[config.mk]
export PLATFORM = sky130hd
export DESIGN_NAME = mtimer_top
export DESIGN_NICKNAME = d
export VERILOG_FILES = /design/src/rtl/mtimer_pkg.sv /design/src/rtl/mtimer_tick.sv /design/src/rtl/mtimer_count.sv /design/src/rtl/mtimer_cmp.sv /design/src/rtl/mtimer_port.sv /design/src/rtl/mtimer_top.sv
export SDC_FILE = /design/constraint.sdc
export NUM_CORES = 1
export LEC_CHECK = 0
export CAP_MARGIN = 20
export CORE_MARGIN = 4
export CORE_UTILIZATION = 64
export DETAILED_ROUTE_END_ITERATION = 8
export DONT_BUFFER_PORTS = 1
export PLACE_DENSITY = 0.8
export SYNTH_ARGS = -nofsm -noshare
export SYNTH_HDL_FRONTEND = slang
export SYNTH_HIERARCHICAL = 1
export SYNTH_SLANG_ARGS = --single-unit
[constraint.sdc]
create_clock -name clk_i -period 3.1 [get_ports clk_i]
set_input_delay 0.62 -clock clk_i [delete_from_list [all_inputs] [get_ports clk_i]]
set_output_delay 0.62 -clock clk_i [all_outputs]
set_load 0.02 [all_outputs]
[src/rtl/mtimer_pkg.sv]
package mtimer_pkg;

  // Byte offsets of the four 32-bit words in the window.
  typedef enum logic [3:0] {
    OFF_CNT_LO = 4'h0,
    OFF_CNT_HI = 4'h4,
    OFF_CMP_LO = 4'h8,
    OFF_CMP_HI = 4'hC
  } mt_off_e;

  // One-hot style decode of a single request.
  typedef struct packed {
    logic rd_cnt_lo;
    logic rd_cnt_hi;
    logic rd_cmp_lo;
    logic rd_cmp_hi;
    logic wr_stage;
    logic wr_commit;
    logic bad;
  } mt_dec_t;

endpackage

[src/rtl/mtimer_tick.sv]
module mtimer_tick #(
  parameter int unsigned TICK_DIV = 5
) (
  input  logic clk_i,
  input  logic rst_ni,
  output logic tick_o
);

  generate
    if (TICK_DIV <= 1) begin : g_every
      assign tick_o = 1'b1;
    end else begin : g_div
      localparam int unsigned PW = $clog2(TICK_DIV);
      localparam logic [PW-1:0] LAST = PW'(TICK_DIV - 1);
      logic [PW-1:0] phase_q;

      always_ff @(posedge clk_i or negedge rst_ni) begin
        if (!rst_ni)              phase_q <= '0;
        else if (phase_q == LAST) phase_q <= '0;
        else                      phase_q <= phase_q + 1'b1;
      end

      assign tick_o = (phase_q == LAST);
    end
  endgenerate

endmodule

[src/rtl/mtimer_count.sv]
module mtimer_count #(
  parameter int unsigned VAL_W = 64
) (
  input  logic             clk_i,
  input  logic             rst_ni,
  input  logic             tick_i,
  output logic [VAL_W-1:0] count_o
);

  logic [VAL_W-1:0] count_q;

  always_ff @(posedge clk_i or negedge rst_ni) begin
    if (!rst_ni)     count_q <= '0;
    else if (tick_i) count_q <= count_q + 1'b1;
  end

  assign count_o = count_q;

endmodule

[src/rtl/mtimer_cmp.sv]
module mtimer_cmp #(
  parameter int unsigned BUS_W = 32,
  localparam int unsigned VAL_W = 2 * BUS_W
) (
  input  logic             clk_i,
  input  logic             rst_ni,
  input  logic             stage_we_i,
  input  logic             commit_we_i,
  input  logic [BUS_W-1:0] wdata_i,
  input  logic [VAL_W-1:0] count_i,
  output logic [VAL_W-1:0] cmp_o,
  output logic             pend_o
);

  logic [BUS_W-1:0] stage_q;
  logic [VAL_W-1:0] cmp_q;
  logic             pend_q;
  logic             reached;

  // The low half waits here until the high half arrives.
  always_ff @(posedge clk_i or negedge rst_ni) begin
    if (!rst_ni)         stage_q <= '0;
    else if (stage_we_i) stage_q <= wdata_i;
  end

  always_ff @(posedge clk_i or negedge rst_ni) begin
    if (!rst_ni)          cmp_q <= '0;
    else if (commit_we_i) cmp_q <= {wdata_i, stage_q};
  end

  assign reached = (count_i >= cmp_q);

  // A commit wins: it clears, and the next edge re-evaluates.
  always_ff @(posedge clk_i or negedge rst_ni) begin
    if (!rst_ni)          pend_q <= 1'b0;
    else if (commit_we_i) pend_q <= 1'b0;
    else if (reached)     pend_q <= 1'b1;
  end

  assign cmp_o  = cmp_q;
  assign pend_o = pend_q;

endmodule

[src/rtl/mtimer_port.sv]
module mtimer_port
  import mtimer_pkg::*;
#(
  parameter int unsigned BUS_W = 32,
  localparam int unsigned VAL_W = 2 * BUS_W
) (
  input  logic             clk_i,
  input  logic             rst_ni,
  input  logic             req_valid_i,
  output logic             req_ready_o,
  input  logic             req_write_i,
  input  logic [3:0]       req_addr_i,
  output logic             rsp_valid_o,
  input  logic             rsp_ready_i,
  output logic [BUS_W-1:0] rsp_rdata_o,
  output logic             rsp_err_o,
  input  logic [VAL_W-1:0] count_i,
  input  logic [VAL_W-1:0] cmp_i,
  output logic             stage_we_o,
  output logic             commit_we_o
);

  mt_dec_t          dec;
  logic             accept;
  logic [VAL_W-1:0] snap_q;
  logic [BUS_W-1:0] rd_next;
  logic             rsp_valid_q;
  logic [BUS_W-1:0] rsp_rdata_q;
  logic             rsp_err_q;

  always_comb begin
    dec = '0;
    case (req_addr_i)
      OFF_CNT_LO: if (req_write_i) dec.bad = 1'b1; else dec.rd_cnt_lo = 1'b1;
      OFF_CNT_HI: if (req_write_i) dec.bad = 1'b1; else dec.rd_cnt_hi = 1'b1;
      OFF_CMP_LO: if (req_write_i) dec.wr_stage  = 1'b1; else dec.rd_cmp_lo = 1'b1;
      OFF_CMP_HI: if (req_write_i) dec.wr_commit = 1'b1; else dec.rd_cmp_hi = 1'b1;
      default:    dec.bad = 1'b1;
    endcase
  end

  assign req_ready_o = !rsp_valid_q || rsp_ready_i;
  assign accept      = req_valid_i && req_ready_o;
  assign stage_we_o  = accept && dec.wr_stage;
  assign commit_we_o = accept && dec.wr_commit;

  // Low-word read freezes the whole counter for the high-word read.
  always_ff @(posedge clk_i or negedge rst_ni) begin
    if (!rst_ni)                   snap_q <= '0;
    else if (accept && dec.rd_cnt_lo) snap_q <= count_i;
  end

  always_comb begin
    rd_next = '0;
    if (dec.rd_cnt_lo) rd_next = count_i[BUS_W-1:0];
    if (dec.rd_cnt_hi) rd_next = snap_q[VAL_W-1:BUS_W];
    if (dec.rd_cmp_lo) rd_next = cmp_i[BUS_W-1:0];
    if (dec.rd_cmp_hi) rd_next = cmp_i[VAL_W-1:BUS_W];
  end

  always_ff @(posedge clk_i or negedge rst_ni) begin
    if (!rst_ni) begin
      rsp_valid_q <= 1'b0;
      rsp_rdata_q <= '0;
      rsp_err_q   <= 1'b0;
    end else if (accept) begin
      rsp_valid_q <= 1'b1;
      rsp_rdata_q <= rd_next;
      rsp_err_q   <= dec.bad;
    end else if (rsp_ready_i) begin
      rsp_valid_q <= 1'b0;
    end
  end

  assign rsp_valid_o = rsp_valid_q;
  assign rsp_rdata_o = rsp_rdata_q;
  assign rsp_err_o   = rsp_err_q;

endmodule

[src/rtl/mtimer_top.sv]
module mtimer_top #(
  parameter int unsigned BUS_W    = 32,
  parameter int unsigned TICK_DIV = 5,
  localparam int unsigned VAL_W   = 2 * BUS_W
) (
  input  logic             clk_i,
  input  logic             rst_ni,
  input  logic             req_valid_i,
  output logic             req_ready_o,
  input  logic             req_write_i,
  input  logic [3:0]       req_addr_i,
  input  logic [BUS_W-1:0] req_wdata_i,
  output logic             rsp_valid_o,
  input  logic             rsp_ready_i,
  output logic [BUS_W-1:0] rsp_rdata_o,
  output logic             rsp_err_o,
  output logic             timer_irq_o
);

  logic             tick;
  logic [VAL_W-1:0] count;
  logic [VAL_W-1:0] cmp;
  logic             stage_we;
  logic             commit_we;

  mtimer_tick #(.TICK_DIV(TICK_DIV)) u_tick (
    .clk_i (clk_i),
    .rst_ni(rst_ni),
    .tick_o(tick)
  );

  mtimer_count #(.VAL_W(VAL_W)) u_count (
    .clk_i  (clk_i),
    .rst_ni (rst_ni),
    .tick_i (tick),
    .count_o(count)
  );

  mtimer_port #(.BUS_W(BUS_W)) u_port (
    .clk_i      (clk_i),
    .rst_ni     (rst_ni),
    .req_valid_i(req_valid_i),
    .req_ready_o(req_ready_o),
    .req_write_i(req_write_i),
    .req_addr_i (req_addr_i),
    .rsp_valid_o(rsp_valid_o),
    .rsp_ready_i(rsp_ready_i),
    .rsp_rdata_o(rsp_rdata_o),
    .rsp_err_o  (rsp_err_o),
    .count_i    (count),
    .cmp_i      (cmp),
    .stage_we_o (stage_we),
    .commit_we_o(commit_we)
  );

  mtimer_cmp #(.BUS_W(BUS_W)) u_cmp (
    .clk_i      (clk_i),
    .rst_ni     (rst_ni),
    .stage_we_i (stage_we),
    .commit_we_i(commit_we),
    .wdata_i    (req_wdata_i),
    .count_i    (count),
    .cmp_o      (cmp),
    .pend_o     (timer_irq_o)
  );

endmodule

==> flow_summary.ini, run 1 <==
[clock_tree]
postCtsResizedCells = 0
path_clk_slew_ps = 60
tritoncts = done
htree_num_levels = 1
numCtsBuffers = 25
post_cts_buffers = 0
root_buffer = clkbuf_16
clockBufferDepth = 3
clkSinkCount = 230
insertion_delay_ps = 530

[status]
violations = hold timing
status = finished with violations

[synth]
synth_fa_ha_area_share_pct = 7.18
yosysWarnings = 6
ys_ff_latch = 230
ys_types = 56
syn_avg_cell_area_um2 = 11.7
synthCells = 994
ys_top_cells_by_area = dfrtp_1, ha_1, mux4_2
synth-main-ff-cell = dfrtp_1
synth_top_family_by_area = multiplexers
synth.most_common_cell = dfrtp_1
synth_compound_area_share_pct = 7.82
synth-edff-count = 0
synth-async-reset-ratio_pct = 100
ys_seq_area_share_pct = 49.3
synthMuxAreaShare_pct = 13.7
synthesis.area_um2 = 11700
synth_top_area_share_pct = 49.3
syn-num-nets = 1102
synth_common_cells = dfrtp_1, nand2_1, inv_1, o21ai_0, ha_1
synth_simple_gate_area_share_pct = 12.8
yosys.area.top_type = dfrtp_1
synthXorXnorAreaFrac_pct = 4.73

[sta]
hold_ws_ps = -199
slew_violations = 0
fin_tns_setup_ps = 0
fin_crit_sh_pct = 80.1
skew_ps = 15.9
min_period_ps = 2480
setup_violations = 0
setup_slack_ps = 617
worst_pin_slew_ps = 666
rsz0062_at_grt = false
hold_viol_final = 230
max_freq_ghz = 0.403
slew_headroom_pct = 55.2

[worst_setup_path]
rrSetupSlack_ps = 620
worst-r2r-cell-count = 6
startpoint = u_port/rsp_valid_o$_DFFE_PN0P_
cp-endpoint = u_cmp/stage_q[15]$_DFFE_PN0P_
worstPathRequired_ps = 3500
worstReg2RegEnd = u_cmp/stage_q[15]$_DFFE_PN0P_
reg2reg_from = u_port/rsp_valid_o$_DFFE_PN0P_
cp-start-kind = flip-flop
crit_path_max_fanout = 32
cp-end-kind = flip-flop
critPathArrivalTime_ps = 2880
path_class = flip-flop to flip-flop

[power_and_ir_drop]
peakVddDrop_uv = 507
leakagePower_nw = 6.19
p_per_area_nw_per_um2 = 581

[flow_run]
drv_cap = 0

[placed_design]
dp_hpwl_mm = 17.4
dp_slack_ps = 511
dpl_cell_area_um2 = 11900
portBuffers = 0
place_congestion = 0.864

[floorplanning]
die_area_um2 = 20500
num_rows = 49
boundaryPins = 77
die_h_um = 143
coreArea_um2 = 18000
initial_core_util_pct = 65.0
die_width_um = 143

[finish]
fillers = 1231
fin_area_um2 = 12700
multi_input_area_um2 = 5420
drive_above_1_share_pct = 17.8
final_core_util_pct = 70.9
diodes = 0
area_growth_pct = 9.10
regArea_um2 = 5760
fin_nets = 1102

[routing]
dr.pass1.iters = 5
vias_per_cell = 6.12
drc = 0
vias = 7563
wl_per_cell_um = 20.6
ant_nets = 0
drt_iter0_markers = 537
wl_mm = 25.4

[global_routing]
grt_antenna_before_repair = 0
grt_pass1_wl_mm = 41.9
track_usage_pct = 25.7
grt_max_degree = 231
grt_pass1_vias = 8046
grt_overflow_total = 0

[worst_hold_path]
holdCritPathClass = primary input to asynchronous set/reset pin
[cells by family after synthesis]
logic type	after synthesis
muxes	100
DFF	230
and+or+nand+nor	271
xor gates and xnor gates	63
adders and majority gates	67
AOI/OAI and AO/OA	145
buffers and inverters	118
[cell usage in the layout (no fill, tap or decap), types with 26 or more instances in the layout]
master,n
xor2_1,35
inv_1,82
mux4_2,32
ha_1,67
xnor2_1,28
nor2_1,30
nand3_1,26
o21ai_0,72
nand2_1,109
dfrtp_1,230
mux2_2,34
mux2_4,30
a22o_1,32
[critical path, stage by stage (launching register included)]
cell,delay [ps]
dfrtp_1,460
and2b_2,280
inv_1,230
nand2_1,180
nor4b_2,280
buf_4,490
mux2_2,400
[per-stage QoR]
step	power, mW	hold WS [ps]	std cells
after floorplan	4.06	324	994
after global placement	4.19	334	1196
after detailed placement	4.25	334	1196
after CTS	7.45	-220	1236
after global routing	7.71	-213	1236
final	7.41	-199	1236
[flip-flops by register name, indices dropped and copies added (netlist names)]
| register | cells |
|---|---|
| u_cmp/cmp_o | 64 |
| u_cmp/pend_o | 1 |
| u_count/count_o | 64 |
| u_port/rsp_err_o | 1 |
| u_port/snap_q | 32 |
| u_tick/g_div.phase_q | 3 |
| u_cmp/stage_q | 32 |
| u_port/rsp_valid_o | 1 |
| u_port/rsp_rdata_o | 32 |
[how the worst min path moves through the flow]
stage / endpoint / cells after the start
floorplan: u_cmp/cmp_o[0]$_DFFE_PN0P_ / 0
global placement: u_port/rsp_rdata_o[8]$_DFFE_PN0P_ / 0
detailed placement: u_port/rsp_rdata_o[9]$_DFFE_PN0P_ / 0
CTS: u_port/rsp_valid_o$_DFFE_PN0P_ / 0
global route: u_port/rsp_rdata_o[14]$_DFFE_PN0P_ / 0
finish: u_port/rsp_rdata_o[8]$_DFFE_PN0P_ / 0
[metal layers]
layer / vias up / wire length (um) / global-route usage (%)
met5: - / 0 / 0
met4: 0 / 537 / 5.75
met3: 45 / 1230 / 4.15
met2: 185 / 12400 / 43.0
met1: 3795 / 11200 / 35.9
li1: 3538 / - / -
[report_power, final]
group	internal, mW	switching (mW)	leakage [nW]
Combinational	0.350	0.379	2.79
Clock	2.02	1.18	0.425
Sequential	3.29	0.185	2.97
Total	5.66	1.75	6.19
[area by class of cell]
| cell class | count | share of cell area [%] |
|---|---|---|
| multi-input cells | 646 | 42.5 |
| well taps | 229 | 2.25 |
| inverters | 82 | 2.42 |
| flip-flops and latches | 230 | 45.2 |
| clock inverters | 10 | 1.67 |
| clock buffers | 30 | 5.22 |
| repair buffers | 9 | 0.727 |
No activity file was read; power rests on OpenSTA's default activity.
==> inputs of run 2 (changes only) <==
- clock period: 3.1 -> 2.6 ns (I/O delays scaled with it)
==> flow_summary.ini, run 2 (same netlist as run 1, synthesis figures left out) <==
[finish]
regArea_um2 = 5760
final_common_cell = dfrtp_1
final_cells = 1242
fin_nets = 1107
diodes = 0
area_growth_pct = 8.30
fillers = 1220
drive_above_1_share_pct = 17.6
mostFrequentLayoutCells = dfrtp_1, nand2_1, inv_1
multi_input_area_um2 = 5420

[sta]
fin_crit_sh_pct = 90.5
worst_pin_slew_ps = 851
slew_violations = 0
rsz0062_at_grt = false
max_freq_ghz = 0.425
hold_viol_final = 230
setup_violations = 0
min_period_ps = 2350
skew_ps = 12.8
fin_tns_setup_ps = 0
hold_ws_ps = -283
slew_headroom_pct = 41.8

[clock_tree]
tritoncts = done
postCtsResizedCells = 0
numCtsBuffers = 24
path_clk_slew_ps = 60
clockBufferDepth = 3
insertion_delay_ps = 510
clkSinkCount = 230
root_buffer = clkbuf_16
htree_num_levels = 1

[placed_design]
place_congestion = 0.876
dp_hpwl_mm = 18.2
portBuffers = 0
placed_cells = 1202

[flow_run]
drv_cap = 0

[worst_setup_path]
rrSetupSlack_ps = 250
crit_path_max_fanout = 6
path_class = flip-flop to flip-flop
critPathArrivalTime_ps = 2710
cpPeakStageDelay_ps = 780
cp-end-kind = flip-flop
cp-start-kind = flip-flop
cpMaxStageDelayCell = a2111oi_0
worstPathRequired_ps = 2960
cp_num_buf_inv = 1
cp_cell_sequence = inv_1 > ha_1 > nand2b_1 > a2111oi_0 > or4b_1 > a31o_1 > a41oi_2
path_delay_family = compound AO/OA/AOI/OAI gates

[power_and_ir_drop]
leakagePower_nw = 6.15
fin_total_pwr_mw = 8.20
peakVddDrop_uv = 587
p_per_area_nw_per_um2 = 648

[floorplanning]
die_h_um = 143
die_width_um = 143
num_rows = 49
initial_core_util_pct = 65.0
die_area_um2 = 20500
boundaryPins = 77
coreArea_um2 = 18000

[routing]
vias = 7774
vias_per_cell = 6.26
wl_per_cell_um = 21.2
dr.pass1.iters = 5
drt_iter0_markers = 618
ant_nets = 0
wl_mm = 26.4
drc = 0

[global_routing]
grt_pass1_wl_mm = 43.3
track_usage_pct = 26.6
grt_pass1_vias = 8194
grt_overflow_total = 0
grt_max_degree = 231
grt_antenna_before_repair = 0

[status]
violations = hold timing
status = finished with violations

[worst_hold_path]
holdCritPathClass = primary input to asynchronous set/reset pin
==> run 2: final timing paths <==
| path | from | endpoint | cells after the start |
|---|---|---|---|
| max in group asynchronous | rst_ni | u_cmp/stage_q[23]$_DFFE_PN0P_ | 0 |
| setup / recovery | u_count/count_o[0]$_DFFE_PN0P_ | u_cmp/pend_o$_DFFE_PN0P_ | 7 |
| hold / removal | rst_ni | u_cmp/cmp_o[9]$_DFFE_PN0P_ | 0 |
| hold reg to reg | u_cmp/stage_q[19]$_DFFE_PN0P_ | u_cmp/cmp_o[19]$_DFFE_PN0P_ | 2 |
| min in group clk_i | req_wdata_i[23] | u_cmp/cmp_o[55]$_DFFE_PN0P_ | 2 |
| setup reg to reg | u_count/count_o[0]$_DFFE_PN0P_ | u_cmp/pend_o$_DFFE_PN0P_ | 7 |
==> run 2: where the power goes <==
group | switching [mW] | internal [mW]
clock | 1.32 | 1.84
sequential | 0.221 | 3.93
combinational | 0.471 | 0.423
total | 2.01 | 6.19
==> run 2: final cells by class <==
type | count | share of cell area, %
timing repair buffer | 15 | 1.29
sequential | 230 | 45.5
tap | 229 | 2.27
clock inverter | 2 | 0.0792
inverter | 82 | 2.43
multi-input combinational | 646 | 42.9
clock buffer | 38 | 5.57
==> run 2: routing by layer <==
metal	wire [um]	track usage (%)
met5	0	0
met4	778	8.45
met3	1580	5.09
met2	12800	43.4
met1	11200	36.6
==> run 2: per-stage QoR <==
step	instance area, um2	hold slack [ps]	utilization [%]	worst slack [ps]
3_3_place_gp	11900	235	66.4	337
6_report	12600	-283	70.4	247
2_1_floorplan	11700	224	-	138
5_1_grt	12600	-303	70.4	73.1
3_5_place_dp	11900	234	66.4	309
4_1_cts	12600	-300	70.4	291
==> run 2: repair_timing <==
action	CTS	global route
buffers inserted	0	0
hold endpoints to repair	230	230
setup endpoints to repair	0	0
==> inputs of run 3 (changes only) <==
- CORE_UTILIZATION: 64 -> 55
- CTS_CLUSTER_SIZE: not set -> 14
- PLACE_DENSITY: 0.8 -> 0.7
==> flow_summary.ini, run 3 (same netlist as run 1, synthesis figures left out) <==
[worst_setup_path]
cp_cell_sequence = inv_1 > ha_1 > nand2b_1 > a2111oi_1 > or4b_1 > a31o_1 > a41oi_2
crit_path_max_fanout = 6
critPathArrivalTime_ps = 2670
rrSetupSlack_ps = 300
cp_num_buf_inv = 1
cpPeakStageDelay_ps = 690
path_class = flip-flop to flip-flop
worstPathRequired_ps = 2970
worstReg2RegEnd = u_cmp/pend_o$_DFFE_PN0P_
worst-r2r-cell-count = 7
reg2reg_from = u_count/count_o[0]$_DFFE_PN0P_
cp.depth = 7
path_delay_family = compound AO/OA/AOI/OAI gates
cpMaxStageDelayCell = a2111oi_1
cp-start-kind = flip-flop
cp-end-kind = flip-flop

[power_and_ir_drop]
swShare_pct = 24.8
leakagePower_nw = 6.19
p_sw_mw = 2.08
combPwrFrac_pct = 10.4
p_clk_share_pct = 40.3
intPower_mw = 6.31
p_per_area_nw_per_um2 = 657
peakVddDrop_uv = 485
p_seq_share_pct = 49.3

[clock_tree]
clkSinkCount = 230
root_buffer = clkbuf_16
htree_num_levels = 1
post_cts_buffers = 0
path_clk_slew_ps = 60
clockBufferDepth = 3
insertion_delay_ps = 520
numCtsBuffers = 25
tritoncts = done

[sta]
fin_tns_setup_ps = 0
hold_viol_final = 230
hold_ws_ps = -290
slew_headroom_pct = 53.7
max_freq_ghz = 0.434
skew_ps = 18.9
slew_violations = 0
worst_pin_slew_ps = 692
min_period_ps = 2300
rsz0062_at_grt = false
fin_crit_sh_pct = 88.6
setup_violations = 0

[global_routing]
grt_pass1_vias = 7874
grt_pass1_wl_mm = 42.6
grt_overflow_total = 0
grt_max_degree = 231
track_usage_pct = 22.2
grt_antenna_before_repair = 0

[floorplanning]
num_rows = 53
die_h_um = 154
boundaryPins = 77
coreArea_um2 = 21000
initial_core_util_pct = 55.7
die_area_um2 = 23600
die_width_um = 154

[routing]
vias_per_cell = 5.84
wl_per_cell_um = 20.2
wl_met2_mm = 12.5
wl_mm = 26.2
highest_layer = met4
vias = 7559
drt_iter0_markers = 516
wl_met1_mm = 11.7
dr.pass1.iters = 5
ant_nets = 0
wl_met3_mm = 1.40
drc = 0

[finish]
mostFrequentLayoutCells = dfrtp_1, nand2_1, inv_1
multi_input_area_um2 = 5420
drive_above_1_share_pct = 18.5
fin_area_um2 = 12800
regArea_um2 = 5760
diodes = 0
final_common_cell = dfrtp_1
fillers = 1689
area_growth_pct = 9.43
fin_nets = 1110

[placed_design]
dpl_cell_area_um2 = 12000
place_congestion = 0.846
dp_hpwl_mm = 18.5
portBuffers = 0

[worst_hold_path]
holdCritPathClass = primary input to asynchronous set/reset pin

[flow_run]
drv_cap = 0

[status]
violations = hold timing
status = finished with violations
==> run 3: layout make-up <==
class,instances,share of cell area [%]
Clock buffer,38,5.83
Timing Repair Buffer,17,1.29
Inverter,82,2.41
Tap cell,275,2.69
Clock inverter,7,0.313
Sequential cell,230,45.0
Multi-Input combinational cell,646,42.4
==> run 3: per-layer routing <==
metal | track usage, % | vias up
li1 | - | 3553
met1 | 31.4 | 3777
met2 | 36.1 | 185
met3 | 4.25 | 44
met4 | 5.30 | 0
met5 | 0 | -
==> run 3: worst max-delay path by stage <==
stage | from | to | slack, ps
floorplan | rsp_ready_i | u_cmp/stage_q[21]$_DFFE_PN0P_ | 140
global placement | u_count/count_o[0]$_DFFE_PN0P_ | u_cmp/pend_o$_DFFE_PN0P_ | 160
detailed placement | u_count/count_o[0]$_DFFE_PN0P_ | u_cmp/pend_o$_DFFE_PN0P_ | 220
CTS | u_count/count_o[0]$_DFFE_PN0P_ | u_cmp/pend_o$_DFFE_PN0P_ | 200
global route | u_count/count_o[0]$_DFFE_PN0P_ | u_cmp/pend_o$_DFFE_PN0P_ | 130
finish | u_count/count_o[0]$_DFFE_PN0P_ | u_cmp/pend_o$_DFFE_PN0P_ | 300
==> run 3: repair_timing <==
item                                   in CTS  in global routing
gates resized for setup                     0                  1
endpoints found under the hold margin     230                230
setup endpoints to repair                   0                  1
==> run 3: per-stage QoR <==
| stage | std cells | power [mW] | setup slack [ps] | utilization, % | hold WS (ps) |
|---|---|---|---|---|---|
| detailed placement | 1250 | 5.08 | 225 | 57.2 | 235 |
| global placement | 1250 | 5.03 | 160 | 57.2 | 236 |
| floorplan | 994 | 4.84 | 138 | - | 224 |
| CTS | 1295 | 8.48 | 199 | 61.0 | -312 |
| finish | 1295 | 8.40 | 297 | 61.0 | -290 |
| global route | 1295 | 8.78 | 128 | 61.0 | -312 |
==> run 3: power by group through the flow <==
stage | sequential, mW | clock, mW | combinational, mW
final | 4.14 | 3.38 | 0.877
after detailed placement | 4.20 | 0 | 0.872
after floorplan | 4.15 | 0 | 0.694
after global routing | 4.18 | 3.60 | 1.00
after global placement | 4.19 | 0 | 0.840
after CTS | 4.14 | 3.46 | 0.879
